[src/rtl/march_bist_pkg.sv]
`timescale 1ns/1ps
package march_bist_pkg;

   localparam int OPS_PER_ELEM = 4;
   localparam int OP_W         = 2;
   localparam int CNT_W        = 3;
   localparam int ELEM_W       = 2 + CNT_W + 1 + OPS_PER_ELEM*OP_W;

   localparam logic [1:0] DIR_UP   = 2'b00;
   localparam logic [1:0] DIR_DOWN = 2'b01;

   // operation codes: bit1 = write, bit0 = complement of background
   localparam logic [1:0] OP_R0 = 2'b00;
   localparam logic [1:0] OP_R1 = 2'b01;
   localparam logic [1:0] OP_W0 = 2'b10;
   localparam logic [1:0] OP_W1 = 2'b11;

   typedef struct packed {
      logic [OPS_PER_ELEM*OP_W-1:0] ops;
      logic                         pause;
      logic [CNT_W-1:0]             cnt;
      logic [1:0]                   dir;
   } elem_t;

   typedef enum logic [2:0] {
      S_IDLE   = 3'd0,
      S_LOAD   = 3'd1,
      S_WAIT   = 3'd2,
      S_ACCESS = 3'd3,
      S_CHECK  = 3'd4
   } state_e;

   // fixed three-element algorithm, 6n accesses
   function automatic elem_t builtin_elem(input int idx);
      elem_t e;
      e = '0;
      case (idx)
         0: begin
            e.dir = 2'b10;
            e.cnt = 3'd1;
            e.ops = {6'b0, OP_W0};
         end
         1: begin
            e.dir = DIR_UP;
            e.cnt = 3'd2;
            e.ops = {4'b0, OP_W1, OP_R0};
         end
         2: begin
            e.dir = DIR_DOWN;
            e.cnt = 3'd3;
            e.ops = {2'b0, OP_R0, OP_W0, OP_R1};
         end
         default: e = '0;
      endcase
      return e;
   endfunction

endpackage

[src/rtl/march_addr.sv]
`timescale 1ns/1ps
module march_addr #(
   parameter int WORDS = 16
) (
   input  logic                     clk,
   input  logic                     rst_n,
   input  logic                     load,
   input  logic                     down,
   input  logic                     step,
   output logic [$clog2(WORDS)-1:0] addr,
   output logic                     at_end
);

   localparam int ADDR_W = $clog2(WORDS);
   localparam logic [ADDR_W-1:0] TOP = ADDR_W'(WORDS - 1);

   logic down_r;

   always_ff @(posedge clk) begin
      if (!rst_n) begin
         addr   <= '0;
         down_r <= 1'b0;
      end else if (load) begin
         down_r <= down;
         addr   <= down ? TOP : '0;
      end else if (step) begin
         addr <= down_r ? addr - 1'b1 : addr + 1'b1;
      end
   end

   assign at_end = down_r ? (addr == '0) : (addr == TOP);

   AST_ADDR_STEP: assert property (@(posedge clk) disable iff (!rst_n)
      (step && !load) |=> ((addr == $past(addr) + 1'b1) || (addr == $past(addr) - 1'b1)))
      else $error("address moved by more than one word");

endmodule

[src/rtl/march_cmp.sv]
`timescale 1ns/1ps
module march_cmp #(
   parameter int DATA_W = 8,
   parameter int ADDR_W = 4,
   parameter int EL_W   = 3
) (
   input  logic              clk,
   input  logic              rst_n,
   input  logic              clr,
   input  logic              chk,
   input  logic [DATA_W-1:0] exp_word,
   input  logic [DATA_W-1:0] rdata,
   input  logic [ADDR_W-1:0] addr,
   input  logic [EL_W-1:0]   elem,
   input  logic [1:0]        op,
   output logic              fail,
   output logic [ADDR_W-1:0] fail_addr,
   output logic [EL_W-1:0]   fail_elem,
   output logic [1:0]        fail_op,
   output logic [DATA_W-1:0] fail_data
);

   logic miss;
   assign miss = chk && (rdata != exp_word);

   always_ff @(posedge clk) begin
      if (!rst_n || clr) begin
         fail      <= 1'b0;
         fail_addr <= '0;
         fail_elem <= '0;
         fail_op   <= '0;
         fail_data <= '0;
      end else if (miss && !fail) begin
         fail      <= 1'b1;
         fail_addr <= addr;
         fail_elem <= elem;
         fail_op   <= op;
         fail_data <= rdata;
      end
   end

   AST_FIRST_KEPT: assert property (@(posedge clk) disable iff (!rst_n)
      (fail && !clr) |=> (fail && $stable(fail_addr) && $stable(fail_data) && $stable(fail_op)))
      else $error("first miscompare record overwritten");

endmodule

[src/rtl/march_seq.sv]
`timescale 1ns/1ps
module march_seq
   import march_bist_pkg::*;
#(
   parameter int MAX_ELEM = 8,
   parameter int PAUSE_W  = 16,
   parameter bit PAUSE_EN = 1'b1
) (
   input  logic                            clk,
   input  logic                            rst_n,
   input  logic                            start,
   input  logic [CNT_W-1:0]                cnt,
   input  logic                            pause_req,
   input  logic                            is_write,
   input  logic                            at_end,
   input  logic [PAUSE_W-1:0]              pause_len,
   output state_e                          st,
   output logic [$clog2(MAX_ELEM+1)-1:0]   elem_idx,
   output logic [1:0]                      op_idx,
   output logic                            done,
   output logic                            clr,
   output logic                            addr_load,
   output logic                            addr_step,
   output logic                            chk
);

   localparam int IDX_W = $clog2(MAX_ELEM + 1);

   logic [CNT_W-1:0]   cnt_eff;
   logic [1:0]         last_idx;
   logic               list_end;
   logic               last_op;
   logic               adv;
   logic               pause_go;
   logic [PAUSE_W-1:0] wait_cnt;

   always_comb begin
      cnt_eff  = (cnt > CNT_W'(OPS_PER_ELEM)) ? CNT_W'(OPS_PER_ELEM) : cnt;
      last_idx = 2'(cnt_eff - 1'b1);
      list_end = (elem_idx == IDX_W'(MAX_ELEM)) || (cnt == '0);
      last_op  = (op_idx == last_idx);
      adv      = ((st == S_ACCESS) && is_write) || (st == S_CHECK);
   end

   if (PAUSE_EN) begin : g_pause
      assign pause_go = pause_req && (pause_len != '0);
   end else begin : g_no_pause
      assign pause_go = 1'b0;
   end

   assign clr       = (st == S_IDLE) && start;
   assign addr_load = (st == S_LOAD);
   assign addr_step = adv && last_op && !at_end;
   assign chk       = (st == S_CHECK);

   always_ff @(posedge clk) begin
      if (!rst_n) begin
         st       <= S_IDLE;
         elem_idx <= '0;
         op_idx   <= '0;
         done     <= 1'b0;
         wait_cnt <= '0;
      end else begin
         case (st)
            S_IDLE: begin
               if (start) begin
                  st       <= S_LOAD;
                  elem_idx <= '0;
                  op_idx   <= '0;
                  done     <= 1'b0;
               end
            end
            S_LOAD: begin
               op_idx <= '0;
               if (list_end) begin
                  st   <= S_IDLE;
                  done <= 1'b1;
               end else if (pause_go) begin
                  st       <= S_WAIT;
                  wait_cnt <= pause_len;
               end else begin
                  st <= S_ACCESS;
               end
            end
            S_WAIT: begin
               if (wait_cnt <= PAUSE_W'(1)) st <= S_ACCESS;
               else wait_cnt <= wait_cnt - 1'b1;
            end
            S_ACCESS: begin
               if (!is_write) st <= S_CHECK;
            end
            default: ;
         endcase

         if (adv) begin
            if (!last_op) begin
               op_idx <= op_idx + 1'b1;
               st     <= S_ACCESS;
            end else if (at_end) begin
               elem_idx <= elem_idx + 1'b1;
               st       <= S_LOAD;
            end else begin
               op_idx <= '0;
               st     <= S_ACCESS;
            end
         end
      end
   end

   AST_DONE_HOLD: assert property (@(posedge clk) disable iff (!rst_n)
      (done && !start) |=> done)
      else $error("done dropped without a start");

   AST_START_IGNORED: assert property (@(posedge clk) disable iff (!rst_n)
      ((st != S_IDLE) && start) |=> !((st == S_LOAD) && (elem_idx == '0)))
      else $error("start restarted a running test");

endmodule

[src/rtl/march_bist.sv]
`timescale 1ns/1ps
module march_bist
   import march_bist_pkg::*;
#(
   parameter int WORDS    = 16,
   parameter int DATA_W   = 8,
   parameter int MAX_ELEM = 8,
   parameter int PAUSE_W  = 16,
   parameter bit PAUSE_EN = 1'b1
) (
   input  logic                         clk,
   input  logic                         rst_n,
   input  logic                         start,
   input  logic                         use_builtin,
   input  logic [MAX_ELEM*ELEM_W-1:0]   prog_table,
   input  logic [DATA_W-1:0]            background,
   input  logic [PAUSE_W-1:0]           pause_len,
   output logic                         mem_en,
   output logic                         mem_we,
   output logic [$clog2(WORDS)-1:0]     mem_addr,
   output logic [DATA_W-1:0]            mem_wdata,
   input  logic [DATA_W-1:0]            mem_rdata,
   output logic                         busy,
   output logic                         done,
   output logic                         fail,
   output logic [$clog2(WORDS)-1:0]     fail_addr,
   output logic [$clog2(MAX_ELEM)-1:0]  fail_elem,
   output logic [1:0]                   fail_op,
   output logic [DATA_W-1:0]            fail_data
);

   localparam int ADDR_W = $clog2(WORDS);
   localparam int EL_W   = $clog2(MAX_ELEM);
   localparam int IDX_W  = $clog2(MAX_ELEM + 1);
   localparam int TBL_N  = 2**EL_W;

   initial begin
      assert (WORDS >= 2) else $error("WORDS must be at least 2");
      assert (DATA_W >= 1) else $error("DATA_W must be at least 1");
      assert (MAX_ELEM >= 2 && MAX_ELEM <= 8) else $error("MAX_ELEM must lie in 2..8");
      assert (PAUSE_W >= 1) else $error("PAUSE_W must be at least 1");
   end

   elem_t              tbl [TBL_N];
   elem_t              cur;
   logic [1:0]         cur_op;
   logic [DATA_W-1:0]  patt;
   state_e             st;
   logic [IDX_W-1:0]   elem_idx;
   logic [1:0]         op_idx;
   logic               clr;
   logic               addr_load;
   logic               addr_step;
   logic               chk;
   logic [ADDR_W-1:0]  addr;
   logic               at_end;

   for (genvar g = 0; g < TBL_N; g++) begin : g_tbl
      if (g < MAX_ELEM) begin : g_live
         assign tbl[g] = use_builtin ? builtin_elem(g)
                                     : elem_t'(prog_table[g*ELEM_W +: ELEM_W]);
      end else begin : g_pad
         assign tbl[g] = '0;
      end
   end

   assign cur    = (elem_idx < IDX_W'(MAX_ELEM)) ? tbl[elem_idx[EL_W-1:0]] : '0;
   assign cur_op = cur.ops[{op_idx, 1'b0} +: OP_W];
   assign patt   = cur_op[0] ? ~background : background;

   march_seq #(
      .MAX_ELEM (MAX_ELEM),
      .PAUSE_W  (PAUSE_W),
      .PAUSE_EN (PAUSE_EN)
   ) u_seq (
      .clk       (clk),
      .rst_n     (rst_n),
      .start     (start),
      .cnt       (cur.cnt),
      .pause_req (cur.pause),
      .is_write  (cur_op[1]),
      .at_end    (at_end),
      .pause_len (pause_len),
      .st        (st),
      .elem_idx  (elem_idx),
      .op_idx    (op_idx),
      .done      (done),
      .clr       (clr),
      .addr_load (addr_load),
      .addr_step (addr_step),
      .chk       (chk)
   );

   march_addr #(
      .WORDS (WORDS)
   ) u_addr (
      .clk    (clk),
      .rst_n  (rst_n),
      .load   (addr_load),
      .down   (cur.dir == DIR_DOWN),
      .step   (addr_step),
      .addr   (addr),
      .at_end (at_end)
   );

   march_cmp #(
      .DATA_W (DATA_W),
      .ADDR_W (ADDR_W),
      .EL_W   (EL_W)
   ) u_cmp (
      .clk       (clk),
      .rst_n     (rst_n),
      .clr       (clr),
      .chk       (chk),
      .exp_word  (patt),
      .rdata     (mem_rdata),
      .addr      (addr),
      .elem      (elem_idx[EL_W-1:0]),
      .op        (op_idx),
      .fail      (fail),
      .fail_addr (fail_addr),
      .fail_elem (fail_elem),
      .fail_op   (fail_op),
      .fail_data (fail_data)
   );

   assign mem_en    = (st == S_ACCESS);
   assign mem_we    = cur_op[1];
   assign mem_addr  = addr;
   assign mem_wdata = patt;
   assign busy      = (st != S_IDLE);

   AST_WRITE_PATTERN: assert property (@(posedge clk) disable iff (!rst_n)
      (mem_en && mem_we) |-> ((mem_wdata == background) || (mem_wdata == ~background)))
      else $error("write data is neither background nor complement");

   AST_READ_THEN_CHECK: assert property (@(posedge clk) disable iff (!rst_n)
      (mem_en && !mem_we) |=> (chk && !mem_en))
      else $error("read not followed by a compare cycle");

endmodule

[config.mk]
export PLATFORM = sky130hd
export DESIGN_NAME = march_bist
export DESIGN_NICKNAME = d
export VERILOG_FILES = /design/src/rtl/march_bist_pkg.sv /design/src/rtl/march_addr.sv /design/src/rtl/march_cmp.sv /design/src/rtl/march_seq.sv /design/src/rtl/march_bist.sv
export SDC_FILE = /design/constraint.sdc
export NUM_CORES = 1
export LEC_CHECK = 0
export BUFFER_PORTS_ARGS = -buffer_cell sky130_fd_sc_hd__buf_2
export CORE_MARGIN = 2
export CORE_UTILIZATION = 49
export DETAILED_ROUTE_END_ITERATION = 6
export PLACE_DENSITY_LB_ADDON = 0.12
export SLEW_MARGIN = 20
export SYNTH_ARGS = -nofsm -noshare
export SYNTH_HDL_FRONTEND = slang
export SYNTH_HIERARCHICAL = 1
export SYNTH_SLANG_ARGS = --single-unit
[constraint.sdc]
create_clock -name clk -period 4.1 [get_ports clk]
set_clock_uncertainty 0.05 [all_clocks]
set_input_delay 0.205 -clock clk [delete_from_list [all_inputs] [get_ports clk]]
set_output_delay 0.205 -clock clk [all_outputs]
set_load 0.02 [all_outputs]
======== Word level (Yosys, flattened, before mapping) ========
Index checks and enable logic that the tools add are counted.
operators by class
  add/sub/neg operators ................... 6
  $mul .................................... 0
  div/mod/pow operators ................... 0
  magnitude comparators ................... 4
  equal/unequal tests ..................... 17
  shift-type cells ........................ 1
  mux-type cells .......................... 45
  bitwise gates (word level) .............. 2
  reductions and logical operators ........ 25
operator list
  kind                   number
  $mux 14                11
  $mux 16                3
  $bmux 14 s3            1
  $mux 4                 9
  $pmux 16 s2            1
  $mux 3                 6
  $le 16x1->1 const B    1
  $reduce_bool 16->1     1
  $sub 16x1->16 const B  1
  $mux 2                 6
  $pmux 3 s4             1
  $add 4x1->4 const B    2
  $eq 4x4->1 const B     2
  $mux 8                 1
  $ne 8x8->1             1
  $not 8->8              1
  $reduce_and 4->1       2
  $shiftx 8x4->2         1
  $logic_and 1x1->1      7
  $eq 3x2->1 const B     2
  $logic_not 3->1        2
  $ne 2x2->1 const B     3
  $ne 3x2->1 const B     2
  $reduce_bool 2->1      3
  22 further kinds       30
word-level totals
  flip-flop bits (word level) ............. 49
  latch bits .............................. 0
  bits in writable memories ............... 0
  memory bits (read-only) ................. 0
  bits of input ports ..................... 148
  output and inout port bits .............. 34
  logic and storage cells ................. 112
  memories ................................ 0

======== Logic depth before layout (Yosys ltp) ========
  depth after elaboration ................. 13
  gate-level depth with buffers ........... 15
  mapped depth without buffers ............ 11

======== Hierarchy ========
Netlist, hierarchy kept.
modules (own cells, without submodules)
  module      instances  cells each  area each (µm²)  sequential area each (µm²)
  march_seq   1          255         1939.4           520.5
  march_bist  1          133         1141.1           0.0
  march_cmp   1          89          812.0            360.3
  march_addr  1          39          345.3            100.1

======== Worst setup path before layout ========
Ideal clock, no wire load.
  path type ............................... flip-flop to flip-flop
  start point ............................. register u_seq.elem_idx[0]
  end point ............................... register u_cmp.fail
  library setup time ...................... 115 ps
  arrival time ............................ 3132 ps
  required time ........................... 3935 ps
  setup slack ............................. 803 ps
  stages on the path, launching flop included .. 13
  path buffers ............................ 3
  period minus slack after synthesis ...... 3297 ps
  cell sequence ........................... dfxtp_1 > buf_4 > mux4_2 > mux2i_1 > nor2_1 > a311oi_4 > xnor2_1 > xor2_1 > nor4_1 > a21oi_1 > buf_6 > buf_12 > o21a_1
between the ends
  word-level cells in the longest chain between the ends .. 10
  elaborated cells between the ends (all ways) .. 11
  classes of those cells .................. order compare: 1; eq/ne: 1; shift: 1; mux: 5; bitwise: 1; reduce/logical: 2
ends and longest elaborated chain
  what                                         line              source
  start: declaration                           march_seq.sv:18   output logic [$clog2(MAX_ELEM+1)-1:0] elem_idx,
  start signal: assignment                     march_seq.sv:100  elem_idx <= elem_idx + 1'b1;
  $not 3->4 (implied by the code)              march_bist.sv:67  assign cur = (elem_idx < IDX_W'(MAX_ELEM)) ? tbl[elem_idx[EL_W-1:0]] : '0;
  $bmux 14 s3                                  march_bist.sv:67
  $mux 14 (implied by the code) (2 in series)  march_bist.sv:67
  $mux 14 *                                    march_bist.sv:67
  $shiftx 8x4->2 *                             march_bist.sv:68  assign cur_op = cur.ops[{op_idx, 1'b0} +: OP_W];
  $mux 8 *                                     march_bist.sv:69  assign patt = cur_op[0] ? ~background : background;
  named net mem_wdata[3]                       march_bist.sv:21  output logic [DATA_W-1:0] mem_wdata,
  $ne 8x8->1 *                                 march_cmp.sv:24   assign miss = chk && (rdata != exp_word);
  $logic_and 1x1->1 *                          march_cmp.sv:24
  $logic_and 1x1->1 *                          march_cmp.sv:33   end else if (miss && !fail) begin
  end signal: assignment                       march_cmp.sv:28   fail <= 1'b0;
  end signal: assignment                       march_cmp.sv:34   fail <= 1'b1;
  end: declaration                             march_cmp.sv:16   output logic fail,
The timed path passes the listed nets; every way through them passes the cells marked *. The select of a mux whose other input is x is not followed.
A chain may end at the register's enable or synchronous reset.

======== Worst setup path after layout ========
  start point ............................. register u_seq.elem_idx[1]
  end point ............................... register u_cmp.fail_addr[0]
between the ends
  word-level cells in the longest chain between the ends .. 10
  elaborated cells between the ends (all ways) .. 11
  classes of those cells .................. order compare: 1; eq/ne: 1; shift: 1; mux: 5; bitwise: 1; reduce/logical: 2
ends and longest elaborated chain
  what                                         line              source
  $not 3->4 (implied by the code)              march_bist.sv:67
  $bmux 14 s3                                  march_bist.sv:67
  $mux 14 (implied by the code) (2 in series)  march_bist.sv:67
  $mux 14 *                                    march_bist.sv:67
  $shiftx 8x4->2 *                             march_bist.sv:68
  $mux 8 *                                     march_bist.sv:69
  $ne 8x8->1 *                                 march_cmp.sv:24
  $logic_and 1x1->1 *                          march_cmp.sv:24
  $logic_and 1x1->1 *                          march_cmp.sv:33
  end signal: assignment                       march_cmp.sv:35   fail_addr <= addr;
  end: declaration                             march_cmp.sv:17   output logic [ADDR_W-1:0] fail_addr,
Every way passes the cells marked *; elsewhere a longest branch is shown, timed or not. The select of a mux whose other input is x is not followed.

==> flow_summary.yaml <==
run_status:
  status: "completed"
route:
  wirelength_um: 12600
  drt_iter0_markers: 327
  vias_per_cell: 5.89
  drc: 0
  via_count: 4620
  drt_first_pass_iters: 5
  wire_per_inst_um: 16.0
  drtAntennaViolNets: 0
worst_setup_path:
  crit_slowest_cell: "dfxtp_2"
  worstPathMaxFanout: 27
  cp.buffers_inverters: 1
  critPathLaunchType: "register"
  reg2reg_from: "u_seq/elem_idx[1]"
  rrSetupSlack_ns: 0.42
  cp_top_family: "compound AO/OA/AOI/OAI gates"
  endpoint_kind: "register"
  crit_path_cell_trace: "mux2_2 -> o2111ai_1 -> o22ai_1 -> a311oi_4 -> xnor2_1 -> xor2_1 -> nor4_1 -> a21oi_2 -> buf_4 -> mux2i_1"
  ff2ff_path_depth: 10
  max_stage_delay_ns: 0.70
  worst_r2r_endpoint: "u_cmp/fail_addr[0]"
  cp_data_required_time_ns: 4.28
  path_class: "register to register"
  cp.arrival_ns: 3.86
floorplanning:
  core_sq_mm: 0.00830
  die-area_sq_mm: 0.00941
  ioPinCount: 182
  start_util: 0.511
  fp.dieH_um: 97.0
  rows: 33
  die_w_um: 97.0
timing:
  fin_crit_sh: 0.898
  setup_viol: 0
  worstMarginPinSlew_ns: 1.04
  rsz0062_at_grt: "no"
  tns_ns: 0
  hold_viol: 0
  fmax_mhz: 272
  period_needed_ns: 3.68
  drv_slew: 0
  slew_headroom: 0.301
global_route:
  grt_max_degree: 40
  antenna_found_initial: 0
  grt_use_total: 0.258
  grt_pass1_vias: 4412
  grt-ovfl-total: 0
  grt_pass1_wl_um: 20500
synth:
  ys_seq_area_frac: 0.231
  synth.largest_area_cell: "dfxtp_1"
  synth_common_cells: "nand2_1, dfxtp_1, mux2i_1, nor2_1, a21oi_1"
  synthArstFlopShare: 0
  synthTopCellsByArea: "dfxtp_1, mux2i_1, nand2_1"
  synth_cell_type_count: 74
  synth_edf_count: 0
  yosysMostFrequentCell: "nand2_1"
  ys.flop_type: "dfxtp_1"
  ys_warn_count: 6
  syn_avg_cell_area_sq_um: 8.21
  synth_fp_nets: 671
  synth_top_area_share: 0.231
  ys_ff_latch: 49
  syn_area_sq_mm: 0.00424
  synthCells: 516
hold_path:
  hp-start: "mem_rdata[4]"
  hold_class: "input port to register"
  whs_endpoint: "u_cmp/fail_data[4]"
  min_path_cells: 3
place:
  hpwlAfterDp_um: 9700
  place.gp.congestion: 0.909
  place_inst: 776
  io_buffer_count: 181
clock_network:
  cts_tree: "yes"
  clock_path_buffers: 2
  htreeDepth: 2
  ctsResizeCount: 0
  cts_hold_repair.buffers: 0
  cts.sinks: 49
  cts_setup_buffers: 0
  clock_latency_ns: 0.31
  clock-root-buffer: "clkbuf_8"
  clkTransAtPathRegs_ns: 0.09
  cts_buffers: 5
pwr:
  p_leak_uw: 0.00218
  combPwrFrac: 0.545
  seqPwrFrac: 0.310
  irDropWorstVdd_mv: 0.233
  p_per_area_mw_per_mm2: 421
  switching_power_uw: 1010
  clkPwrFrac: 0.145
  internal_power_uw: 1200
  p_sw_frac: 0.457
finish:
  fin_nets: 833
  area_growth_pct: 24.1
  drive_above_1_share: 0.352
  num_antenna_cells: 0
  stdcell_count: 784
job:
  maxCapViolCount: 0
## per-layer routing
metal,share of wire,track usage,up-vias,wire length (um)
li1,-,-,2261,-
met1,0.43,0.330,2165,5380
met2,0.50,0.464,183,6310
met3,0.060,0.0332,11,754
met4,0.011,0.0563,0,140
met5,0,0,-,0
## worst min-delay path: cells and delay by family
family	cells	cell delay, ns
buf+inv	1	0.11
simple gates	1	0.05
mux	1	0.05
## worst max path at each step
| stage | start | to | slack [ns] | depth (start not counted) |
|---|---|---|---|---|
| 3_3_place_gp | u_seq/elem_idx[1] | u_cmp/fail_data[3] | 0.62 | 10 |
| 6_report | u_seq/elem_idx[1] | u_cmp/fail_addr[0] | 0.42 | 10 |
| 2_1_floorplan | u_seq/elem_idx[0] | u_cmp/fail | 0.80 | 12 |
| 3_5_place_dp | u_seq/elem_idx[1] | u_cmp/fail_addr[0] | 0.42 | 10 |
| 5_1_grt | u_seq/elem_idx[1] | u_cmp/fail_data[7] | 0.17 | 10 |
| 4_1_cts | u_seq/elem_idx[1] | u_cmp/fail_addr[0] | 0.41 | 10 |
## registers in the layout (all words and copies together) (netlist names)
signal           cells
u_seq/done           1
u_seq/st             3
u_cmp/fail           1
u_cmp/fail_elem      3
u_seq/elem_idx       4
u_addr/down_r        1
u_cmp/fail_data      8
u_cmp/fail_op        2
u_cmp/fail_addr      4
u_addr/addr          4
u_seq/wait_cnt      16
u_seq/op_idx         2
## power by group through the flow
stage / Clock (uW) / Sequential, uW / Combinational, uW
floorplan: 0 / 655 / 912
global placement: 0 / 688 / 1160
detailed placement: 0 / 692 / 1170
CTS: 325 / 682 / 1180
global route: 348 / 700 / 1330
finish: 322 / 686 / 1210
## cell families (layout without fill, tap and decap cells)
family | count (synthesis) | count (layout) | share of synthesized area
xor gates and xnor gates | 19 | 19 | 0.0393
buffers and inverters | 57 | 220 | 0.0664
adders and majority gates | 7 | 7 | 0.0224
DFF | 49 | 49 | 0.231
and+or+nand+nor | 198 | 198 | 0.245
muxes | 52 | 52 | 0.169
AOI/OAI and AO/OA | 134 | 134 | 0.226
## per-stage QoR
step	hold slack [ns]	util	setup WS, ns	total power [uW]	area (sq um)
final	0.113	0.633	0.418	2220	5260
after global routing	0.0985	0.633	0.168	2370	5260
after CTS	0.107	0.633	0.407	2190	5260
after detailed placement	0.405	0.621	0.423	1870	5160
after global placement	0.389	0.621	0.621	1850	5160
after floorplan	0.273	-	0.803	1570	4240
## cell type report
cell class | instances | area, sq um
Sequential cell | 49 | 983
Timing Repair Buffer | 191 | 981
Clock buffer | 7 | 96.3
Fill cell | 748 | 3040
Tap cell | 105 | 131
Multi-Input combinational cell | 410 | 2980
Inverter | 21 | 78.8
Clock inverter | 1 | 5.00
## cells in the final DEF (no fill, tap or decap), types with 4 or more instances in the layout
| cell | n |
|---|---|
| buf_2 | 181 |
| nand2_1 | 77 |
| dfxtp_1 | 47 |
| mux2i_1 | 30 |
| nor2_1 | 28 |
| a21oi_1 | 25 |
| o21ai_0 | 22 |
| inv_1 | 20 |
| a211oi_1 | 15 |
| nor3_1 | 13 |
| nor2b_1 | 12 |
| mux4_2 | 11 |
| nand3_1 | 11 |
| o22ai_1 | 10 |
| xnor2_1 | 10 |
| buf_4 | 10 |
| nor4_1 | 10 |
| nand2b_1 | 9 |
| o211ai_1 | 9 |
| o32ai_1 | 9 |
| xor2_1 | 9 |
| mux2_2 | 8 |
| clkbuf_8 | 7 |
| ha_1 | 6 |
| or3_1 | 5 |
| nor4b_1 | 4 |
| or4_1 | 4 |
No activity file was read; power rests on OpenSTA's default activity.
